<file path="src/rtl/iso_pp_pkg.sv">
package iso_pp_pkg;
  typedef enum logic [0:0] {BANK_0 = 1'b0, BANK_1 = 1'b1} bank_e;

  function automatic bank_e other_bank(bank_e b);
    return (b == BANK_0) ? BANK_1 : BANK_0;
  endfunction
endpackage

</file>
<file path="src/rtl/iso_pp_bank.sv">
module iso_pp_bank #(
  parameter int DATA_W  = 8,
  parameter int MAX_LEN = 64,
  localparam int AW = (MAX_LEN > 1) ? $clog2(MAX_LEN) : 1,
  localparam int CW = $clog2(MAX_LEN + 1)
) (
  input  logic              clk,
  input  logic              rst,
  input  logic              clr,
  input  logic              wr_en,
  input  logic [DATA_W-1:0] wr_data,
  input  logic              rd_en,
  output logic [DATA_W-1:0] rd_q,
  output logic [CW-1:0]     wptr,
  output logic [CW-1:0]     rptr
);
  logic [DATA_W-1:0] mem [MAX_LEN];

  // storage: no reset so block RAM can be inferred
  always_ff @(posedge clk) begin
    if (wr_en) mem[wptr[AW-1:0]] <= wr_data;
  end

  always_ff @(posedge clk) begin
    if (rd_en) rd_q <= mem[rptr[AW-1:0]];
  end

  always_ff @(posedge clk) begin
    if (rst || clr) begin
      wptr <= '0;
      rptr <= '0;
    end else begin
      if (wr_en) wptr <= wptr + 1'b1;
      if (rd_en) rptr <= rptr + 1'b1;
    end
  end

  AST_CLR_EMPTIES: assert property (@(posedge clk) disable iff (rst)
    clr |=> (wptr == '0 && rptr == '0));
  AST_RD_BEHIND_WR: assert property (@(posedge clk) disable iff (rst)
    rptr <= wptr);
endmodule

</file>
<file path="src/rtl/iso_pp_flags.sv">
module iso_pp_flags (
  input  logic clk,
  input  logic rst,
  input  logic sof_evt,
  input  logic irq_clr,
  input  logic ovf_set,
  input  logic ovf_clr,
  output logic sof_irq,
  output logic ovf_flag
);
  // set has priority over clear for both flags
  always_ff @(posedge clk) begin
    if (rst) begin
      sof_irq  <= 1'b0;
      ovf_flag <= 1'b0;
    end else begin
      if (sof_evt)      sof_irq <= 1'b1;
      else if (irq_clr) sof_irq <= 1'b0;
      if (ovf_set)      ovf_flag <= 1'b1;
      else if (ovf_clr) ovf_flag <= 1'b0;
    end
  end

  AST_IRQ_ON_SOF: assert property (@(posedge clk) disable iff (rst)
    sof_evt |=> sof_irq);
  AST_IRQ_HOLD: assert property (@(posedge clk) disable iff (rst)
    (sof_irq && !irq_clr) |=> sof_irq);
  AST_OVF_STICKY: assert property (@(posedge clk) disable iff (rst)
    (ovf_flag && !ovf_clr) |=> ovf_flag);
endmodule

</file>
<file path="src/rtl/iso_tx_pingpong.sv">
module iso_tx_pingpong
  import iso_pp_pkg::*;
#(
  parameter int DATA_W  = 8,
  parameter int MAX_LEN = 64,
  localparam int CW = $clog2(MAX_LEN + 1)
) (
  input  logic              clk,
  input  logic              rst,
  input  logic [CW-1:0]     cfg_len,
  input  logic              host_wr_en,
  input  logic [DATA_W-1:0] host_wr_data,
  input  logic              host_ovf_clr,
  input  logic              host_sof_clr,
  input  logic              sof_ok,
  input  logic              sof_bad,
  input  logic              usb_rd_en,
  output logic [DATA_W-1:0] usb_rd_data,
  output logic              usb_rd_valid,
  output logic              usb_rd_zlen,
  output logic              bg_empty,
  output logic [CW-1:0]     fg_count,
  output logic [CW-1:0]     bg_count,
  output logic              fg_sel,
  output logic              ovf_flag,
  output logic              sof_irq
);
  localparam logic [CW-1:0] MAX_C = CW'(MAX_LEN);

  bank_e              sel_q;
  bank_e              bg_b;
  bank_e              rd_bank_q;
  logic               sof_evt;
  logic               fg_full;
  logic               wr_ok;
  logic               rd_ok;
  logic [CW-1:0]      limit;
  logic [1:0]         b_wr;
  logic [1:0]         b_rd;
  logic [1:0]         b_clr;
  logic [CW-1:0]      b_wptr [2];
  logic [CW-1:0]      b_rptr [2];
  logic [DATA_W-1:0]  b_q    [2];

  assign sof_evt = sof_ok | sof_bad;
  assign bg_b    = other_bank(sel_q);
  assign limit   = (cfg_len > MAX_C) ? MAX_C : cfg_len;

  assign fg_count = b_wptr[sel_q] - b_rptr[sel_q];
  assign bg_count = b_wptr[bg_b]  - b_rptr[bg_b];
  assign bg_empty = (bg_count == '0);
  assign fg_full  = (fg_count >= limit);
  assign wr_ok    = host_wr_en & ~fg_full;
  assign rd_ok    = usb_rd_en & ~bg_empty;

  // bank select: toggles on each frame event
  always_ff @(posedge clk) begin
    if (rst) sel_q <= BANK_0;
    else if (sof_evt) sel_q <= bg_b;
  end

  for (genvar b = 0; b < 2; b++) begin : g_bank
    // writes and reads use the pre-swap roles; clear hits the old background
    assign b_wr[b]  = wr_ok & (sel_q == bank_e'(b));
    assign b_rd[b]  = rd_ok & (bg_b == bank_e'(b));
    assign b_clr[b] = sof_evt & (bg_b == bank_e'(b));

    iso_pp_bank #(.DATA_W(DATA_W), .MAX_LEN(MAX_LEN)) u_bank (
      .clk     (clk),
      .rst     (rst),
      .clr     (b_clr[b]),
      .wr_en   (b_wr[b]),
      .wr_data (host_wr_data),
      .rd_en   (b_rd[b]),
      .rd_q    (b_q[b]),
      .wptr    (b_wptr[b]),
      .rptr    (b_rptr[b])
    );
  end

  always_ff @(posedge clk) begin
    if (rst) begin
      usb_rd_valid <= 1'b0;
      usb_rd_zlen  <= 1'b0;
      rd_bank_q    <= BANK_0;
    end else begin
      usb_rd_valid <= rd_ok;
      usb_rd_zlen  <= usb_rd_en & bg_empty;
      if (rd_ok) rd_bank_q <= bg_b;
    end
  end

  assign usb_rd_data = b_q[rd_bank_q];
  assign fg_sel      = sel_q;

  iso_pp_flags u_flags (
    .clk      (clk),
    .rst      (rst),
    .sof_evt  (sof_evt),
    .irq_clr  (host_sof_clr),
    .ovf_set  (host_wr_en & fg_full),
    .ovf_clr  (host_ovf_clr),
    .sof_irq  (sof_irq),
    .ovf_flag (ovf_flag)
  );

  AST_SWAP_ON_SOF: assert property (@(posedge clk) disable iff (rst)
    sof_evt |=> (fg_sel != $past(fg_sel)));
  AST_SEL_STABLE: assert property (@(posedge clk) disable iff (rst)
    !sof_evt |=> $stable(fg_sel));
  AST_NEW_FG_EMPTY: assert property (@(posedge clk) disable iff (rst)
    sof_evt |=> (fg_count == '0));
  AST_ZLEN_EMPTY: assert property (@(posedge clk) disable iff (rst)
    (usb_rd_en && bg_empty) |=> (usb_rd_zlen && !usb_rd_valid));
  AST_VALID_ONEHOT: assert property (@(posedge clk) disable iff (rst)
    $onehot0({usb_rd_valid, usb_rd_zlen}));
endmodule

</file>
<file path="config.mk">
export PLATFORM = sky130hd
export DESIGN_NAME = iso_tx_pingpong
export DESIGN_NICKNAME = d
export VERILOG_FILES = /design/src/rtl/iso_pp_pkg.sv /design/src/rtl/iso_pp_bank.sv /design/src/rtl/iso_pp_flags.sv /design/src/rtl/iso_tx_pingpong.sv
export SDC_FILE = /design/constraint.sdc
export NUM_CORES = 1
export LEC_CHECK = 0
export ABC_CLOCK_PERIOD_IN_PS = 15200
export BUFFER_PORTS_ARGS = -buffer_cell sky130_fd_sc_hd__buf_2
export CAP_MARGIN = 20
export CORE_MARGIN = 2
export CORE_UTILIZATION = 55
export CTS_CLUSTER_SIZE = 14
export DETAILED_ROUTE_END_ITERATION = 8
export GPL_ROUTABILITY_DRIVEN = 0
export GPL_TIMING_DRIVEN = 1
export PLACE_DENSITY = 0.71
export SLEW_MARGIN = 20
export SYNTH_ARGS = -nofsm -noshare
export SYNTH_HDL_FRONTEND = slang
export SYNTH_HIERARCHICAL = 1
export SYNTH_SLANG_ARGS = --single-unit
export TNS_END_PERCENT = 50
</file>
<file path="constraint.sdc">
create_clock -name clk -period 15.2 [get_ports clk]
set_input_delay 1.52 -clock clk [delete_from_list [all_inputs] [get_ports clk]]
set_output_delay 1.52 -clock clk [all_outputs]
set_load 0.03 [all_outputs]
</file>
==> Implementation_results.wiki <==
{| class="wikitable"
! Metric !! Value
|-
| Average wire per standard cell || approximately 29 µm
|-
| Ordered cell list for the critical path || mux2i_1, ha_1, inv_1, fa_1, a21o_1, a21oi_1, xnor2_1, ha_1, o21ai_0, o21bai_1, a2111oi_2, buf_4, nor2b_1, nand3_1, nor2_1
|-
| Hold buffer count at cts || 0
|-
| CTS tree || done
|-
| Share of synthesized flip-flops with an asynchronous set or reset || 0%
|-
| Detailed-route DRC error count || 0
|-
| Antenna violation net count after detailed routing || 0
|-
| Cell type group with the largest total delay on the critical path || simple AND/OR/NAND/NOR gates
|-
| Number of distinct standard cells referenced by the synthesized netlist || 60
|-
| GRT overflow || 0
|-
| Max-slew violations || 0
|-
| Post-synth EDFFs || between 1k and 1.5k
|-
| Number of search-and-repair iterations in the first detailed-routing pass || 5
|-
| Worst hold path class || reg2reg
|-
| Largest driver fanout on the critical path || 33
|-
| Startpoint class of the critical path || flip-flop
|-
| Synth area leaders || sky130_fd_sc_hd__edfxtp_1 (73%), sky130_fd_sc_hd__mux4_2 (11%), sky130_fd_sc_hd__mux2i_1 (1.9%), sky130_fd_sc_hd__dfxtp_1 (1.6%), sky130_fd_sc_hd__nor2_1 (1.4%)
|-
| Post-synthesis instance area || 43000 µm²
|-
| Starting Density || about 55%
|-
| Max rail drop VDD || between 0.0001 and 0.00015 V
|-
| Area of all placed cells without fillers || 47600 µm²
|-
| Overall fraction of global-route tracks in use || about a quarter
|-
| Static Leak || 0.0145 µW
|-
| Post-synth top flop || sky130_fd_sc_hd__edfxtp_1
|-
| Buffer type at the clock tree root || sky130_fd_sc_hd__clkbuf_16
|-
| Routed via count divided by cell count || ~6.4
|-
| Die Y || roughly 280 µm
|-
| Vias post-DR || roughly 22k
|-
| Final setup violation count || 0
|-
| Actual transition at the worst max-transition pin || approximately 1.1 ns
|-
| Area share of the leading cell type in the synthesized netlist || between 70% and 80%
|-
| Critical Path Most Common Cell || sky130_fd_sc_hd__ha_1
|-
| Number of gates given a new drive strength after cts || 0
|-
| CP Data Required Time || ~15 ns
|-
| Max-capacitance violation count || 0
|-
| Clock buffers created by TritonCTS || ~110
|-
| Post-synthesis cell type with the largest combined area || sky130_fd_sc_hd__edfxtp_1
|-
| Avg Synthesized Cell Area || slightly below 20 µm²
|-
| Die boundary width || about 280 µm
|-
| Number of nets in the layout || 2339
|-
| Net count after synthesis || about 2.3k
|-
| Number of antenna violations at the first check in global routing || 1
|-
| Number of clock sinks seen by CTS || 1074
|-
| Final critical-path required period || a little under 6 ns
|-
| Standard cell with the maximum stage delay on the critical path || sky130_fd_sc_hd__dfxtp_2
|-
| Clock input transition at the sequential cells of the worst setup and hold paths || roughly 0.06 ns
|-
| Cell types with the highest counts after synthesis || sky130_fd_sc_hd__edfxtp_1 (1040), sky130_fd_sc_hd__mux4_2 (208), sky130_fd_sc_hd__nor2_1 (165)
|-
| Unrepaired setup endpoints after global routing || false
|-
| F_max || 170 MHz
|-
| Count of port buffers added during placement || 50
|-
| Endpoint type of the worst setup path || flip-flop
|-
| Critical setup path kind || reg2reg
|-
| Footprint of the multi-input gates || 10300 µm²
|-
| Power density of the placed cells || 129 nW/µm²
|-
| Final Hold Vio Count || 0
|-
| Layout-stage area growth over the synthesis result || 10.8%
|-
| Share of the cycle needed by the critical path after routing || approximately 39%
|-
| Diodes inserted || 0
|-
| Summed negative setup slack over all endpoints || 0 ns
|-
| Wire length of the first global-routing pass || 146 mm
|-
| Largest net degree at the start of global routing || 96
|-
| Iter 0 DRT Violations || 2540
|-
| Total number of placement rows || about 100
|-
| Sum of routed wire length over all layers || between 90 and 100 mm
|-
| Layout filler cell count || about 5.4k
|-
| Post-CTS setup repair buffer count || 0
|-
| Post-place instance area || 44100 µm²
|-
| Headroom to the max-slew limit || between 20% and 30%
|-
| Result of the run || completed
|-
| Total area of sequential cells || between 30000 and 40000 µm²
|-
| Detail Placement HPWL || ~61 mm
|-
| Synth Register Bits || approximately 1.1k
|-
| Count of buffer and inverter cells on the critical path || 2
|-
| Clock Latency Late Sink || roughly 0.66 ns
|-
| Delay of the slowest critical-path stage || about 0.85 ns
|-
| Boundary Pins || about 50
|-
| Count of mapped cells out of synthesis || 2228
|-
| Setup skew after layout || approximately 0.024 ns
|-
| Most instantiated library cell after synthesis || sky130_fd_sc_hd__edfxtp_1
|-
| Number of global-route vias before repair || 21.7k
|-
| Fraction of the yosys area taken by sequential cells || roughly three quarters
|-
| Core Area || 77500 µm²
|-
| Share of final-layout standard cells stronger than drive strength 1 || a little under a quarter
|-
| Level count of the clock H-tree || 3
|-
| Arrival time worst endpoint || 6.15 ns
|-
| Max Root-Sink Buffers || 3
|-
| Yosys synthesis warning count || 6
|-
| Die area || just over 80000 µm²
|}
[per-layer routing]
| metal | up-vias | share of wire, % | track usage (%) |
|---|---|---|---|
| met2 | 1103 | 47 | 38.3 |
| met4 | 0 | 3.2 | 7.76 |
| met1 | 11300 | 40 | 35.5 |
| met3 | 183 | 9.4 | 4.94 |
| met5 | - | 0 | 0 |
| li1 | 9230 | - | - |
[worst min-delay path: stages (launching register included)]
cell and delay (ns):
sky130_fd_sc_hd__dfxtp_1 0.31, sky130_fd_sc_hd__nand2b_1 0.07, sky130_fd_sc_hd__a21oi_1 0.06
[state kept, by name, indices dropped and copies added (netlist names)]
| signal | cells |
|---|---|
| fg_sel | 1 |
| g_bank.u_bank/rptr | 14 |
| usb_rd_zlen | 1 |
| g_bank.u_bank/mem | 1024 |
| rd_bank_q | 1 |
| u_flags/ovf_flag | 1 |
| g_bank.u_bank/rd_q | 16 |
| g_bank.u_bank/wptr | 14 |
| usb_rd_valid | 1 |
| u_flags/sof_irq | 1 |
[cell families (layout without fill, tap and decap cells)]
| group | Yosys count | after routing | share of synthesized area [%] |
|---|---|---|---|
| flip-flops | 1074 | 1074 | 74.2 |
| buffers and inverters | 150 | 298 | 1.83 |
| multiplexers | 349 | 349 | 14.6 |
| adder cells (fa/ha/maj) | 25 | 25 | 0.763 |
| AO/OA/AOI/OAI | 226 | 226 | 3.82 |
| XOR/XNOR | 27 | 27 | 0.550 |
| AND/OR/NAND/NOR | 377 | 377 | 4.16 |
[power by group]
group          internal [µW]  switching, µW
Combinational           98.1            190
Clock                   1530           1070
Sequential              3260           23.6
Total                   4890           1280
[cell usage in the layout (no fill, tap or decap), drive strengths merged, types with 17 or more instances in the layout]
master  netlist  layout
edfxtp     1040    1040
mux4        216     216
nor2        165     165
clkbuf       51     129
mux2i        81      81
buf          73      80
nand2        59      59
mux2         52      52
a211oi       49      49
o22ai        40      40
clkinv        0      40
dfxtp        34      34
inv          26      29
nor3         28      28
nor2b        26      26
o21ai        25      25
ha           23      23
nand3        18      18
xor2         17      17
[cell type report]
type / instances / area share (%)
tap: 1040 / 2.73
multi-input combinational: 1004 / 21.7
timing repair buffer: 80 / 1.08
inverter: 26 / 0.205
clock buffer: 129 / 5.88
clock inverter: 63 / 1.38
sequential: 1074 / 67.0
[path summary, 6_finish.rpt]
check,slack (ns),startpoint,cells after the start,to
setup / recovery,9.33,fg_sel,15,g_bank[1].u_bank/mem[61][2]
hold / removal,0.48,u_flags/sof_irq,2,u_flags/sof_irq
setup reg to reg,9.33,fg_sel,15,g_bank[1].u_bank/mem[61][2]
hold reg to reg,0.48,u_flags/sof_irq,2,u_flags/sof_irq
[stage by stage]
stage	hold slack (ns)	setup slack [ns]	power, µW	util [%]	instances
detailed placement	0.469	9.29	3630	57.0	3223
global placement	0.461	9.55	3620	57.0	3222
finish	0.482	9.33	6170	61.5	3416
floorplan	0.470	9.39	3500	-	2228
global route	0.500	9.12	6340	61.5	3416
CTS	0.478	9.25	6200	61.4	3415
Power figures use the tool's default switching activity.
